==> src/rtl/vstep_pkg.sv <==
package vstep_pkg;
  localparam int DEF_VL_MAX  = 64;
  localparam int DEF_SUB_MAX = 4;
  localparam int DEF_HINT_W  = 3;

  typedef enum logic [1:0] {
    SQ_IDLE  = 2'd0,
    SQ_RUN   = 2'd1,
    SQ_PAUSE = 2'd2
  } sq_state_e;
endpackage

==> src/rtl/vstep_cfg_check.sv <==
module vstep_cfg_check #(
  parameter int VL_MAX = 64,
  parameter int STEP_W = 7
) (
  input  logic [STEP_W-1:0] vl,
  input  logic [STEP_W-1:0] mvl,
  input  logic [STEP_W-1:0] srcstep,
  input  logic [STEP_W-1:0] dststep,
  output logic              illegal,
  output logic              empty
);
  localparam logic [STEP_W-1:0] LIMIT = STEP_W'(VL_MAX);

  always_comb begin
    illegal = (vl > LIMIT) || (mvl > LIMIT) ||
              (srcstep >= LIMIT) || (dststep >= LIMIT);
    empty   = (vl == '0) || (srcstep >= vl) || (dststep >= vl);
  end
endmodule

==> src/rtl/vstep_side.sv <==
module vstep_side #(
  parameter int STEP_W = 7,
  parameter int SUB_W  = 2,
  parameter int IDX_W  = 8
) (
  input  logic              clk,
  input  logic              rst,
  input  logic              load,
  input  logic              advance,
  input  logic              invert,
  input  logic [STEP_W-1:0] ld_step,
  input  logic [SUB_W-1:0]  ld_sub,
  input  logic [STEP_W-1:0] vl,
  input  logic [SUB_W-1:0]  subc,
  output logic [STEP_W-1:0] step,
  output logic [SUB_W-1:0]  sub,
  output logic [IDX_W-1:0]  idx,
  output logic              at_end
);
  logic [STEP_W-1:0] vl_top;
  logic              step_wrap;
  logic              sub_wrap;
  logic [IDX_W-1:0]  mul_a;
  logic [IDX_W-1:0]  mul_b;

  always_comb begin
    vl_top    = vl - 1'b1;
    step_wrap = (step == vl_top);
    sub_wrap  = (sub == subc);
    at_end    = step_wrap && sub_wrap;
    mul_a     = IDX_W'(step);
    mul_b     = IDX_W'(subc) + IDX_W'(1);
    idx       = mul_a * mul_b + IDX_W'(sub);
  end

  always_ff @(posedge clk) begin
    if (rst) begin
      step <= '0;
      sub  <= '0;
    end else if (load) begin
      step <= ld_step;
      sub  <= ld_sub;
    end else if (advance) begin
      if (invert) begin
        if (step_wrap) begin
          step <= '0;
          sub  <= sub + 1'b1;
        end else begin
          step <= step + 1'b1;
        end
      end else begin
        if (sub_wrap) begin
          sub  <= '0;
          step <= step + 1'b1;
        end else begin
          sub <= sub + 1'b1;
        end
      end
    end
  end

  // sub-element never beyond the count while iterating
  a_r1_sub_bound: assert property (@(posedge clk) disable iff (rst)
    advance |-> (sub <= subc));

  // normal nesting, sub-element moves first
  a_r1_sub_fastest: assert property (@(posedge clk) disable iff (rst)
    (advance && !load && !invert && !sub_wrap) |=>
      (step == $past(step)) && (sub == $past(sub) + 1'b1));

  // inverted nesting, element moves first
  a_r2_step_fastest: assert property (@(posedge clk) disable iff (rst)
    (advance && !load && invert && !step_wrap) |=>
      (sub == $past(sub)) && (step == $past(step) + 1'b1));
endmodule

==> src/rtl/vstep_savereg.sv <==
module vstep_savereg #(
  parameter int W = 32
) (
  input  logic         clk,
  input  logic         rst,
  input  logic         save,
  input  logic [W-1:0] d,
  output logic [W-1:0] q
);
  always_ff @(posedge clk) begin
    if (rst)       q <= '0;
    else if (save) q <= d;
  end
endmodule

==> src/rtl/vstep_seq.sv <==
module vstep_seq
  import vstep_pkg::*;
#(
  parameter int VL_MAX  = DEF_VL_MAX,
  parameter int SUB_MAX = DEF_SUB_MAX,
  parameter int HINT_W  = DEF_HINT_W
) (
  input  logic                              clk,
  input  logic                              rst,
  input  logic                              start,
  input  logic [$clog2(VL_MAX+1)-1:0]       cfg_vl,
  input  logic [$clog2(VL_MAX+1)-1:0]       cfg_mvl,
  input  logic [$clog2(SUB_MAX)-1:0]        cfg_subc,
  input  logic [$clog2(VL_MAX+1)-1:0]       cfg_srcstep,
  input  logic [$clog2(VL_MAX+1)-1:0]       cfg_dststep,
  input  logic                              cfg_pack,
  input  logic                              cfg_unpack,
  input  logic                              cfg_vf,
  input  logic [HINT_W-1:0]                 cfg_hint,
  input  logic                              next_insn,
  input  logic                              exc_save,
  input  logic                              exc_restore,
  output logic                              valid_o,
  output logic [$clog2(VL_MAX*SUB_MAX)-1:0] src_idx_o,
  output logic [$clog2(VL_MAX*SUB_MAX)-1:0] dst_idx_o,
  output logic                              done_o,
  output logic                              trap_o
);
  localparam int STEP_W = $clog2(VL_MAX+1);
  localparam int SUB_W  = $clog2(SUB_MAX);
  localparam int IDX_W  = $clog2(VL_MAX*SUB_MAX);
  localparam int POS_W  = STEP_W + SUB_W;
  localparam int CFG_W  = STEP_W + SUB_W + 3 + HINT_W;
  localparam int CTX_W  = 1 + CFG_W + 2*POS_W;

  sq_state_e         state;
  logic [STEP_W-1:0] vl_q;
  logic [SUB_W-1:0]  subc_q;
  logic              pack_q, unpack_q, vf_q;
  logic [HINT_W-1:0] hint_q;
  logic [HINT_W-1:0] burst;
  logic [HINT_W-1:0] hint_eff;

  logic illegal, empty;
  logic save_go, restore_go, start_go, next_go, issue, last;

  // per-side arrays: index 0 = source, 1 = destination
  logic              side_inv  [2];
  logic [STEP_W-1:0] side_ldst [2];
  logic [SUB_W-1:0]  side_ldsb [2];
  logic [STEP_W-1:0] side_step [2];
  logic [SUB_W-1:0]  side_sub  [2];
  logic [IDX_W-1:0]  side_idx  [2];
  logic              side_end  [2];

  logic [CTX_W-1:0]  ctx_now, ctx_saved;
  logic              sv_live;
  logic [STEP_W-1:0] sv_vl;
  logic [SUB_W-1:0]  sv_subc;
  logic              sv_pack, sv_unpack, sv_vf;
  logic [HINT_W-1:0] sv_hint;
  logic [STEP_W-1:0] sv_sstep, sv_dstep;
  logic [SUB_W-1:0]  sv_ssub, sv_dsub;

  vstep_cfg_check #(.VL_MAX(VL_MAX), .STEP_W(STEP_W)) u_chk (
    .vl(cfg_vl), .mvl(cfg_mvl), .srcstep(cfg_srcstep), .dststep(cfg_dststep),
    .illegal(illegal), .empty(empty)
  );

  always_comb begin
    ctx_now = {(state != SQ_IDLE), vl_q, subc_q, pack_q, unpack_q, vf_q, hint_q,
               side_step[0], side_sub[0], side_step[1], side_sub[1]};
    {sv_live, sv_vl, sv_subc, sv_pack, sv_unpack, sv_vf, sv_hint,
     sv_sstep, sv_ssub, sv_dstep, sv_dsub} = ctx_saved;
  end

  vstep_savereg #(.W(CTX_W)) u_save (
    .clk(clk), .rst(rst), .save(exc_save), .d(ctx_now), .q(ctx_saved)
  );

  always_comb begin
    save_go    = exc_save;
    restore_go = exc_restore && !exc_save;
    start_go   = start && !exc_save && !exc_restore && !illegal && !empty;
    next_go    = next_insn && !start && !exc_save && !exc_restore && (state == SQ_PAUSE);
    issue      = (state == SQ_RUN) && !start && !exc_save && !exc_restore;
    hint_eff   = (hint_q == '0) ? HINT_W'(1) : hint_q;
    side_inv[0]  = pack_q;
    side_inv[1]  = unpack_q;
    side_ldst[0] = restore_go ? sv_sstep : cfg_srcstep;
    side_ldst[1] = restore_go ? sv_dstep : cfg_dststep;
    side_ldsb[0] = restore_go ? sv_ssub  : '0;
    side_ldsb[1] = restore_go ? sv_dsub  : '0;
    last         = side_end[0] || side_end[1];
  end

  for (genvar g = 0; g < 2; g++) begin : g_side
    vstep_side #(.STEP_W(STEP_W), .SUB_W(SUB_W), .IDX_W(IDX_W)) u_side (
      .clk(clk), .rst(rst),
      .load(restore_go || start_go), .advance(issue), .invert(side_inv[g]),
      .ld_step(side_ldst[g]), .ld_sub(side_ldsb[g]),
      .vl(vl_q), .subc(subc_q),
      .step(side_step[g]), .sub(side_sub[g]),
      .idx(side_idx[g]), .at_end(side_end[g])
    );
  end

  always_ff @(posedge clk) begin
    if (rst) begin
      state     <= SQ_IDLE;
      vl_q      <= '0;
      subc_q    <= '0;
      pack_q    <= 1'b0;
      unpack_q  <= 1'b0;
      vf_q      <= 1'b0;
      hint_q    <= '0;
      burst     <= '0;
      valid_o   <= 1'b0;
      done_o    <= 1'b0;
      trap_o    <= 1'b0;
      src_idx_o <= '0;
      dst_idx_o <= '0;
    end else begin
      valid_o <= 1'b0;
      done_o  <= 1'b0;
      trap_o  <= 1'b0;
      if (save_go) begin
        state <= SQ_IDLE;
      end else if (restore_go) begin
        vl_q     <= sv_vl;
        subc_q   <= sv_subc;
        pack_q   <= sv_pack;
        unpack_q <= sv_unpack;
        vf_q     <= sv_vf;
        hint_q   <= sv_hint;
        burst    <= '0;
        state    <= sv_live ? SQ_RUN : SQ_IDLE;
      end else if (start) begin
        if (illegal) begin
          trap_o <= 1'b1;
          state  <= SQ_IDLE;
        end else if (empty) begin
          done_o <= 1'b1;
          state  <= SQ_IDLE;
        end else begin
          vl_q     <= cfg_vl;
          subc_q   <= cfg_subc;
          pack_q   <= cfg_pack;
          unpack_q <= cfg_unpack;
          vf_q     <= cfg_vf;
          hint_q   <= cfg_hint;
          burst    <= '0;
          state    <= SQ_RUN;
        end
      end else if (next_go) begin
        burst <= '0;
        state <= SQ_RUN;
      end else if (issue) begin
        valid_o   <= 1'b1;
        src_idx_o <= side_idx[0];
        dst_idx_o <= side_idx[1];
        done_o    <= last;
        if (last) begin
          state <= SQ_IDLE;
        end else if (vf_q && (burst + 1'b1 == hint_eff)) begin
          burst <= '0;
          state <= SQ_PAUSE;
        end else begin
          burst <= burst + 1'b1;
        end
      end
    end
  end

  // the final element leaves the sequencer idle
  a_r4_done_ends: assert property (@(posedge clk) disable iff (rst)
    (valid_o && done_o) |-> (state == SQ_IDLE));

  // a trap comes alone
  a_r5_trap_alone: assert property (@(posedge clk) disable iff (rst)
    trap_o |-> (!valid_o && !done_o));

  // a burst never exceeds the effective hint
  a_r7_burst_bound: assert property (@(posedge clk) disable iff (rst)
    ((state == SQ_RUN) && vf_q) |-> (burst < hint_eff));

  // save halts immediately
  a_r8_save_halts: assert property (@(posedge clk) disable iff (rst)
    exc_save |=> (!valid_o && (state == SQ_IDLE)));

  // restore of a live context resumes iteration
  a_r9_restore_runs: assert property (@(posedge clk) disable iff (rst)
    (exc_restore && !exc_save && sv_live) |=> (state == SQ_RUN));

  // reset quiets the outputs
  a_r11_reset_quiet: assert property (@(posedge clk)
    rst |=> (!valid_o && !done_o && !trap_o));
endmodule

==> config.mk <==
export PLATFORM = sky130hd
export DESIGN_NAME = vstep_seq
export DESIGN_NICKNAME = d
export VERILOG_FILES = /design/src/rtl/vstep_pkg.sv /design/src/rtl/vstep_cfg_check.sv /design/src/rtl/vstep_side.sv /design/src/rtl/vstep_savereg.sv /design/src/rtl/vstep_seq.sv
export SDC_FILE = /design/constraint.sdc
export NUM_CORES = 1
export LEC_CHECK = 0
export ABC_AREA = 1
export BUFFER_PORTS_ARGS = -buffer_cell sky130_fd_sc_hd__buf_2
export CORE_UTILIZATION = 55
export DETAILED_ROUTE_END_ITERATION = 10
export PLACE_DENSITY = 0.75
export SLEW_MARGIN = 20
export SYNTH_ARGS = -nofsm -noshare
export SYNTH_HDL_FRONTEND = slang
export SYNTH_SLANG_ARGS = --single-unit
==> constraint.sdc <==
create_clock -name clk -period 4.8 [get_ports clk]
set_clock_uncertainty 0.1 [all_clocks]
set_input_delay 1.44 -clock clk [delete_from_list [all_inputs] [get_ports clk]]
set_output_delay 1.44 -clock clk [all_outputs]
set_load 0.03 [all_outputs]
==> results.json, run 1 <==
{
  "run_status": "finished, final reports clean",
  "fin_crit_sh_pct": 74.1,
  "cap_violations": 0,
  "maxSlewHeadroom_pct": 56.9,
  "buffer_ports.inserted": 60,
  "cts_buffers": 9,
  "max_freq_mhz": 281,
  "cts-resized-gates": 0,
  "setup.worst_path.class": "in -> reg",
  "routed-via-count": 5769,
  "switching_share_pct": 31.6,
  "layout-area-overhead-vs-synth_pct": 9.73,
  "timing.final.hold_violations": 0,
  "core_sq_um": 10900,
  "setup_viol_count_final": 0,
  "dp_worst_setup_slack_ns": 0.924,
  "leakagePower_nw": 3.38,
  "synth_warnings": 0,
  "critical_path_s_slowest_cell": "nand2_4",
  "endpoint_kind": "flop",
  "post-cts-setup-buffers": 0,
  "finalNetCount": 1034,
  "clk_lat_worst_skew_ns": 0.36,
  "critPathArrivalTime_ns": 3.70,
  "rsz_0062_raised_after_global_routing": "no",
  "pwr_density_cell_nw_per_um2": 281,
  "boundaryPins": 61,
  "ir_drop_uv": 191,
  "synth_top_area_cell": "dfxtp_1",
  "hold_ws_ns": 0.359,
  "drt_iter0_markers": 401,
  "switchingPower_mw": 0.604,
  "ys_top_cells_by_area": "dfxtp_1 (29%), nand2_1 (9.9%), ha_1 (9.5%)",
  "comb_power_share_pct": 19.8,
  "detail_route.drc_violations": 0,
  "clock_group_share_of_total_power_pct": 36.2,
  "cts_max_path_buffers": 2,
  "clkSlewWorstSetupHoldPaths_ns": 0.07,
  "crit_path_frequent_cell": "nor2_1",
  "timing.critical_path.fanout_max": 37,
  "gp_congestion": 0.880,
  "detailed_place.area_sq_um": 6520,
  "pin_count_of_the_biggest_net_entering_global_routing": 77,
  "drv_slew": 0,
  "seq_area_frac_synth_pct": 29.4,
  "route.detailed.vias_per_inst": 5.35,
  "cts.htree.levels": 3,
  "cts_num_sinks": 91,
  "worst_setup_path_start_kind": "input port",
  "grt_overflow": 0,
  "drt-wirelength-per-cell_um": 13.5,
  "drt_wl_total_um": 14600,
  "final_common_cell": "nand2_1",
  "first_drt_pass_iteration_count": 6,
  "netlist-cell-type-count": 38,
  "synth_area_per_cell_sq_um": 6.92,
  "first_global_vias": 5193,
  "worstMarginPinSlew_ns": 0.646,
  "final_core_utilization_pct": 62.2,
  "syn-num-nets": 997,
  "post_route_cells_drive_above_1_share_pct": 13.2,
  "whs_path_depth": 2,
  "detail-route-antenna-nets": 0,
  "crit_path_cell_trace": "buf_2 > inv_1 > ha_1 > a21oi_1 > nor2_1 > nor2_1 > nand2_1 > nor2_1 > nand3_2 > nand2_4 > inv_4 > nand2_2 > o21ai_1 > nor2_1 > nor2_1",
  "final.min_clock_period_ns": 3.56,
  "worst_endpoint_required_time_ns": 4.95,
  "track_usage_pct": 26.7,
  "fp.dieW_um": 108,
  "synth_seq_cells": 91,
  "globalRoute.busiestLayer": "met2",
  "yosysTopAreaCellShare_pct": 29.4,
  "synthesized_area_sq_um": 6200,
  "tritoncts_clock_tree": "done",
  "worst_r2r_path_depth": 13,
  "hold_path.class": "reg -> reg",
  "clk_root_buffer_cell": "clkbuf_16",
  "global_route.usage.met3_pct": 3.62,
  "setup_total_negative_slack_ns": 0,
  "rows": 38,
  "cts.hold.buffers_added": 0,
  "floorplan.die.height_um": 108,
  "insertedDiodeCount": 0,
  "detailed_place_hpwl_um": 10900,
  "internal_power_mw": 1.30,
  "synth_cells": 896,
  "groute.layer.met2.usage_pct": 42.3,
  "floorplan.initialDensity_pct": 56.7,
  "worst_path_largest_cell_delay_ns": 0.36,
  "post-route-worst-setup-slack_ns": 1.24,
  "grt_antenna_before_repair": 0,
  "design_area_sq_um": 6800,
  "design.die.area_sq_um": 11700,
  "share_seq_of_total_power_pct": 43.9,
  "globalRouteMet1Util_pct": 36.4,
  "global_route_wire_length_before_repair_um": 24500,
  "final_cell_mix": "nand2_1 (164), nor2_1 (116), o21ai_0 (101), dfxtp_1 (91), inv_1 (85)"
}
power by group through the flow:
stage | combinational, mW | clock (mW) | sequential [mW]
floorplan | 0.293 | 0 | 0.840
global placement | 0.370 | 0 | 0.854
detailed placement | 0.374 | 0 | 0.855
CTS | 0.377 | 0.705 | 0.838
global route | 0.434 | 0.732 | 0.844
finish | 0.379 | 0.692 | 0.839
stage by stage:
stage          instances  total power, mW
3_5_place_dp        1062             1.23
5_1_grt             1078             2.01
4_1_cts             1078             1.92
2_1_floorplan        896             1.13
3_3_place_gp        1062             1.22
6_report            1078             1.91
critical path: cells and delay by family:
| family | cells | cell delay [ns] |
|---|---|---|
| AOI/OAI and AO/OA | 2 | 0.27 |
| buffers and inverters | 3 | 0.36 |
| adders and majority gates | 1 | 0.32 |
| and+or+nand+nor | 9 | 1.28 |
cells by family (layout without fill, tap and decap cells):
kind of cell	after synthesis	in the layout	synth area share (%)
simple gates	392	392	27.8
compound gates	190	190	16.1
buf+inv	134	176	9.06
flops	91	91	29.4
fa+ha+maj	59	59	13.4
xor+xnor	30	30	4.24
registers in the layout, indices dropped and copies added, names as in the netlist, 2 cells and up:
signal / cells
state: 2
burst: 3
g_side.u_side.sub: 4
subc_q: 2
src_idx_o: 8
u_save.q: 34
vl_q: 7
hint_q: 3
g_side.u_side.step: 14
dst_idx_o: 8
area by class of cell:
cell class              instances  area (sq um)
repair buffers                 66           345
fillers                      1049          4130
clock inverters                 6          47.5
clock buffers                  10           239
multi-input cells             671          3820
flip-flops and latches         91          1820
well taps                     140           175
inverters                      94           355
layer usage:
| layer | wire [um] | part of all wire [%] | vias up |
|---|---|---|---|
| met5 | 0 | 0 | - |
| met3 | 705 | 4.8 | 24 |
| li1 | - | - | 3010 |
| met4 | 391 | 2.7 | 0 |
| met2 | 6380 | 44 | 175 |
| met1 | 7130 | 49 | 2560 |
cells in the mapped netlist:
cell and count:
a21boi_0 1, a21o_1 2, a21oi_1 64, a21oi_2 2
a21oi_4 1, a31oi_1 8, and2_1 1, buf_2 9
buf_4 6, buf_6 3, clkbuf_1 22, clkinv_1 2
dfxtp_1 91, fa_1 12, ha_1 47, inv_1 85
inv_2 6, inv_4 1, nand2_1 164, nand2_2 3
nand2_4 3, nand3_1 51, nand3_2 4, nand3b_1 5
nand4_1 8, nand4_2 2, nor2_1 117, nor2_2 6
nor2_4 1, nor3_1 12, nor3b_1 2, o211ai_1 5
o21ai_0 101, o21ai_1 6, or2_1 1, or2_2 12
xnor2_1 9, xor2_1 21
path summary, 6_finish.rpt:
path | startpoint | end | slack [ns]
min | u_save.q[9]$_SDFFE_PP0P_ | u_save.q[9]$_SDFFE_PP0P_ | 0.36
max reg2reg | subc_q[0]$_SDFFE_PP0P_ | dst_idx_o[6]$_SDFFE_PP0P_ | 1.31
max | cfg_vl[4] | g_side[0].u_side.step[5]$_SDFFE_PP0P_ | 1.24
min reg2reg | u_save.q[9]$_SDFFE_PP0P_ | u_save.q[9]$_SDFFE_PP0P_ | 0.36
Note: power is estimated with default switching activity, not from simulation.
==> run 2: changes to the inputs <==
clock period = 3.55 ns   (was 4.8 ns; I/O delays follow)
==> run 2 against run 1 <==
- count of clock-buffer cells in the layout is 2 higher
- total power is 36% higher
- worst setup slack worse by 0.99 ns
- via count is 2.4% higher
- register-to-register slack worse by 1.1 ns
- global-route usage is 0.61 points higher
- sequential power is 35% higher
- critical path type is now reg -> reg
- highest routed layer unchanged
==> results.json, run 2 (synthesized netlist as in run 1, its figures left out) <==
{
  "internal_power_mw": 1.79,
  "routed-via-count": 5905,
  "core_sq_um": 10900,
  "first_global_vias": 5270,
  "floorplan.initialDensity_pct": 56.7,
  "insertedDiodeCount": 0,
  "cts_num_sinks": 91,
  "boundaryPins": 61,
  "rsz_0062_raised_after_global_routing": "no",
  "cts_buffers": 9,
  "first_drt_pass_iteration_count": 5,
  "timing.final.hold_violations": 0,
  "registers_with_the_highest_flip_flop_counts": "u_save.q: 34 flops, g_side.u_side.step: 14 flops",
  "finalNonFillerCells": 1085,
  "comb_power_share_pct": 20.1,
  "share_seq_of_total_power_pct": 43.6,
  "detail_route.drc_violations": 0,
  "fin_total_pwr_mw": 2.60,
  "final.min_clock_period_ns": 3.29,
  "cap_violations": 0,
  "worst_endpoint_required_time_ns": 3.69,
  "final_cell_mix": "nand2_1 (164), nor2_1 (116), o21ai_0 (101), dfxtp_1 (91), inv_1 (85)",
  "drt_iter0_markers": 392,
  "endpoint_kind": "flop",
  "final_core_utilization_pct": 62.7,
  "critPathArrivalTime_ns": 3.44,
  "number_of_flip_flops_in_the_largest_register": 34,
  "layout-area-overhead-vs-synth_pct": 10.6,
  "grt_antenna_before_repair": 0,
  "grt_overflow": 0,
  "global_route_wire_length_before_repair_um": 25000,
  "clk_root_buffer_cell": "clkbuf_16",
  "switching_share_pct": 31.2,
  "leakagePower_nw": 3.42,
  "floorplan.die.height_um": 108,
  "cts.htree.levels": 3,
  "dp_cells": 1069,
  "setup.worst_path.class": "reg -> reg",
  "drt-wirelength-per-cell_um": 13.7,
  "buffer_ports.inserted": 60,
  "pin_count_of_the_biggest_net_entering_global_routing": 63,
  "cts-resized-gates": 0,
  "setup_total_negative_slack_ns": 0,
  "run_status": "finished, final reports clean",
  "track_usage_pct": 27.3,
  "hold_ws_ns": 0.373,
  "detailed_place_hpwl_um": 11100,
  "tritoncts_clock_tree": "done",
  "max_freq_mhz": 304,
  "design.die.area_sq_um": 11700,
  "post-cts-setup-buffers": 0,
  "finalNetCount": 1041,
  "largest-register": "u_save.q",
  "clkSlewWorstSetupHoldPaths_ns": 0.07,
  "switchingPower_mw": 0.813,
  "route.detailed.vias_per_inst": 5.44,
  "maxSlewHeadroom_pct": 62.6,
  "drt_wl_total_um": 14900,
  "worst_setup_path_start_kind": "flop",
  "fp.dieW_um": 108,
  "final_common_cell": "nand2_1",
  "pwr_density_cell_nw_per_um2": 379,
  "setup_viol_count_final": 0,
  "hold_path.class": "reg -> reg",
  "post_route_cells_drive_above_1_share_pct": 13.8,
  "clock_group_share_of_total_power_pct": 36.4,
  "drv_slew": 0,
  "timing.critical_path.fanout_max": 14,
  "ir_drop_uv": 239,
  "detail-route-antenna-nets": 0,
  "fin_crit_sh_pct": 92.8,
  "cts_max_path_buffers": 2,
  "rows": 38,
  "worstMarginPinSlew_ns": 0.561,
  "cts.hold.buffers_added": 0,
  "gp_congestion": 0.881,
  "clk_lat_worst_skew_ns": 0.35
}
==> run 2: final timing paths <==
check,from,endpoint,slack (ns),cells after the start
setup / recovery,subc_q[1]$_SDFFE_PP0P_,src_idx_o[6]$_SDFFE_PP0P_,0.26,13
hold / removal,u_save.q[9]$_SDFFE_PP0P_,u_save.q[9]$_SDFFE_PP0P_,0.37,2
setup reg to reg,subc_q[1]$_SDFFE_PP0P_,src_idx_o[6]$_SDFFE_PP0P_,0.26,13
hold reg to reg,u_save.q[9]$_SDFFE_PP0P_,u_save.q[9]$_SDFFE_PP0P_,0.37,2
==> run 2: per-layer routing <==
metal / up-vias / track usage [%] / share of wire (%)
li1: 3020 / - / -
met1: 2682 / 37.0 / 48
met2: 188 / 45.0 / 46
met3: 15 / 3.25 / 4.9
met4: 0 / 9.10 / 1.5
met5: - / 0 / 0
==> run 2: final cells by class <==
cell class / instances / area [sq um]
clock inverters: 4 / 31.3
fillers: 1046 / 4080
clock buffers: 12 / 256
flip-flops and latches: 91 / 1820
multi-input cells: 671 / 3820
inverters: 94 / 355
well taps: 140 / 175
repair buffers: 73 / 398
==> run 2: worst max-delay path: stages (launching register included) <==
cell and delay (ns):
dfxtp_1 0.36, ha_1 0.58, nand2_1 0.11, inv_1 0.09, fa_1 0.43, ha_1 0.31, ha_1 0.35, a21oi_1 0.17
nand2_1 0.10, a21oi_1 0.13, o21ai_0 0.10, xor2_1 0.14, o21ai_0 0.16, inv_1 0.06
==> run 2: power by group through the flow <==
stage | sequential, mW | clock (mW) | combinational, mW
final | 1.13 | 0.946 | 0.522
after global routing | 1.14 | 0.998 | 0.596
after CTS | 1.13 | 0.956 | 0.521
after detailed placement | 1.15 | 0 | 0.516
after global placement | 1.15 | 0 | 0.509
after floorplan | 1.14 | 0 | 0.396
==> run 2: per-stage QoR <==
step	instance area, sq um	setup WS [ns]
after global placement	6570	0.297
after floorplan	6200	0.401
after CTS	6860	0.232
final	6860	0.256
after detailed placement	6570	0.265
after global routing	6860	0.0162
==> run 3: changes to the inputs <==
--- a/config.mk
+++ b/config.mk
@@ -8,4 +8,5 @@
 export ABC_AREA = 1
 export BUFFER_PORTS_ARGS = -buffer_cell sky130_fd_sc_hd__buf_2
+export CORE_ASPECT_RATIO = 0.6
 export CORE_UTILIZATION = 55
 export DETAILED_ROUTE_END_ITERATION = 10
--- a/constraint.sdc
+++ b/constraint.sdc
@@ -3,3 +3,3 @@
 set_input_delay 1.065 -clock clk [delete_from_list [all_inputs] [get_ports clk]]
 set_output_delay 1.065 -clock clk [all_outputs]
-set_load 0.03 [all_outputs]
+set_load 0.005 [all_outputs]
==> run 3 against run 2 <==
- sequential power about the same
- sequential share of layout area shrank 0.092 points
- wire length is 4.4% higher
- critical path depth did not move
- via count is 1.4% lower
- die area is 0.12% higher
- maximum frequency up 0.48%
- largest power group unchanged
==> results.json, run 3 (synthesized netlist as in run 1, its figures left out) <==
{
  "critical_path_s_slowest_cell": "ha_2",
  "number_of_flip_flops_in_the_largest_register": 34,
  "design.die.area_sq_um": 11700,
  "hold_start": "u_save.q[9]$_SDFFE_PP0P_",
  "whs_path_depth": 2,
  "final.min_clock_period_ns": 3.28,
  "cts.hold.buffers_added": 0,
  "worst_r2r_path_depth": 13,
  "endpoint_kind": "flop",
  "cts_max_path_buffers": 2,
  "core_sq_um": 10800,
  "drt-wirelength-per-cell_um": 14.4,
  "critical_path.top_delay_family": "adder cells",
  "floorplan.die.height_um": 84.2,
  "setup_viol_count_final": 0,
  "first_drt_pass_iteration_count": 7,
  "route.detailed.vias_per_inst": 5.39,
  "reg2reg_from": "subc_q[1]$_SDFFE_PP0P_",
  "detailed_place_hpwl_um": 11500,
  "grt_antenna_before_repair": 0,
  "rsz_0062_raised_after_global_routing": "no",
  "layout-area-overhead-vs-synth_pct": 11.0,
  "floorplan.initialDensity_pct": 57.5,
  "registers_with_the_highest_flip_flop_counts": "u_save.q: 34 flops, g_side.u_side.step: 14 flops",
  "worstMarginPinSlew_ns": 0.578,
  "cap_violations": 0,
  "cts_num_sinks": 91,
  "final_cell_mix": "nand2_1 (164), nor2_1 (116), o21ai_0 (101), dfxtp_1 (91), inv_1 (85)",
  "routed-via-count": 5824,
  "critical_path.n_buffers_inverters": 2,
  "track_usage_pct": 27.8,
  "drv_slew": 0,
  "final_common_cell": "nand2_1",
  "ir_drop_uv": 246,
  "fp.dieW_um": 139,
  "hold_path.class": "reg -> reg",
  "post-cts-setup-buffers": 0,
  "clkSlewWorstSetupHoldPaths_ns": 0.07,
  "maxSlewHeadroom_pct": 61.4,
  "largest-register": "u_save.q",
  "critical_path.startpoint": "subc_q[1]$_SDFFE_PP0P_",
  "cts-resized-gates": 0,
  "timing.critical_path.fanout_max": 14,
  "drt_iter0_markers": 400,
  "cts.htree.levels": 3,
  "critPathArrivalTime_ns": 3.42,
  "tritoncts_clock_tree": "done",
  "boundaryPins": 61,
  "fin_crit_sh_pct": 92.4,
  "cp.depth": 13,
  "first_global_vias": 5351,
  "worst_endpoint_required_time_ns": 3.69,
  "hold_ws_ns": 0.356,
  "detail_route.drc_violations": 0,
  "post_route_cells_drive_above_1_share_pct": 13.7,
  "gp_congestion": 0.954,
  "clk_root_buffer_cell": "clkbuf_16",
  "insertedDiodeCount": 0,
  "detail-route-antenna-nets": 0,
  "rows": 29,
  "leakagePower_nw": 3.42,
  "fin_total_pwr_mw": 2.66,
  "grt_overflow": 0,
  "worst_path_largest_cell_delay_ns": 0.52,
  "rrSetupSlack_ns": 0.27,
  "crit_path_cell_trace": "ha_2 > nand2_1 > fa_1 > inv_1 > ha_1 > ha_1 > a21oi_1 > nand2_1 > a21oi_1 > o21ai_0 > xor2_1 > o21ai_0 > inv_1",
  "global_route_wire_length_before_repair_um": 26100,
  "timing.final.hold_violations": 0,
  "setup_total_negative_slack_ns": 0,
  "pin_count_of_the_biggest_net_entering_global_routing": 56,
  "cts_buffers": 9,
  "clk_lat_worst_skew_ns": 0.35,
  "buffer_ports.inserted": 60,
  "run_status": "finished, final reports clean",
  "drt_wl_total_um": 15500,
  "max_freq_mhz": 305,
  "pwr_density_cell_nw_per_um2": 387,
  "setup.worst_path.class": "reg -> reg",
  "finalNetCount": 1038,
  "worst_setup_path_start_kind": "flop"
}
-- run 3: final timing paths --
path                                to
max          dst_idx_o[6]$_SDFFE_PP0P_
min           u_save.q[9]$_SDFFE_PP0P_
max reg2reg  dst_idx_o[6]$_SDFFE_PP0P_
min reg2reg   u_save.q[9]$_SDFFE_PP0P_
-- run 3: routing by layer --
layer | GRT usage (%) | vias to the layer above | part of all wire [%]
li1 | - | 3006 | -
met1 | 41.6 | 2640 | 53
met2 | 41.0 | 164 | 40
met3 | 5.59 | 14 | 6.5
met4 | 5.66 | 0 | 0.97
met5 | 0 | - | 0
-- run 3: layout make-up --
class / count / area (sq um)
multi-input cells: 671 / 3820
clock inverters: 6 / 68.8
well taps: 139 / 174
clock buffers: 10 / 239
flip-flops and latches: 91 / 1820
fillers: 980 / 3890
repair buffers: 70 / 400
inverters: 94 / 355
-- run 3: stage by stage --
step	instance area, sq um	worst slack, ns	instances	utilization, %
6_report	6880	0.271	1081	63.9
5_1_grt	6880	0.0262	1081	63.9
4_1_cts	6880	0.216	1081	63.8
3_5_place_dp	6570	0.223	1065	61.0
3_3_place_gp	6570	0.255	1065	61.0
2_1_floorplan	6200	0.401	896	-
-- run 3: worst reg2reg max path: stages, from the launching register on --
cell and delay (ns):
dfxtp_1 0.37, ha_2 0.52, nand2_1 0.12, fa_1 0.52, inv_1 0.05, ha_1 0.28
ha_1 0.35, a21oi_1 0.14, nand2_1 0.10, a21oi_1 0.14, o21ai_0 0.11, xor2_1 0.15
o21ai_0 0.16, inv_1 0.05
-- run 3: power breakdown --
| group | switching (mW) | internal (mW) |
|---|---|---|
| Clock | 0.426 | 0.572 |
| Sequential | 0.0560 | 1.08 |
| Combinational | 0.334 | 0.195 |
| Total | 0.817 | 1.84 |
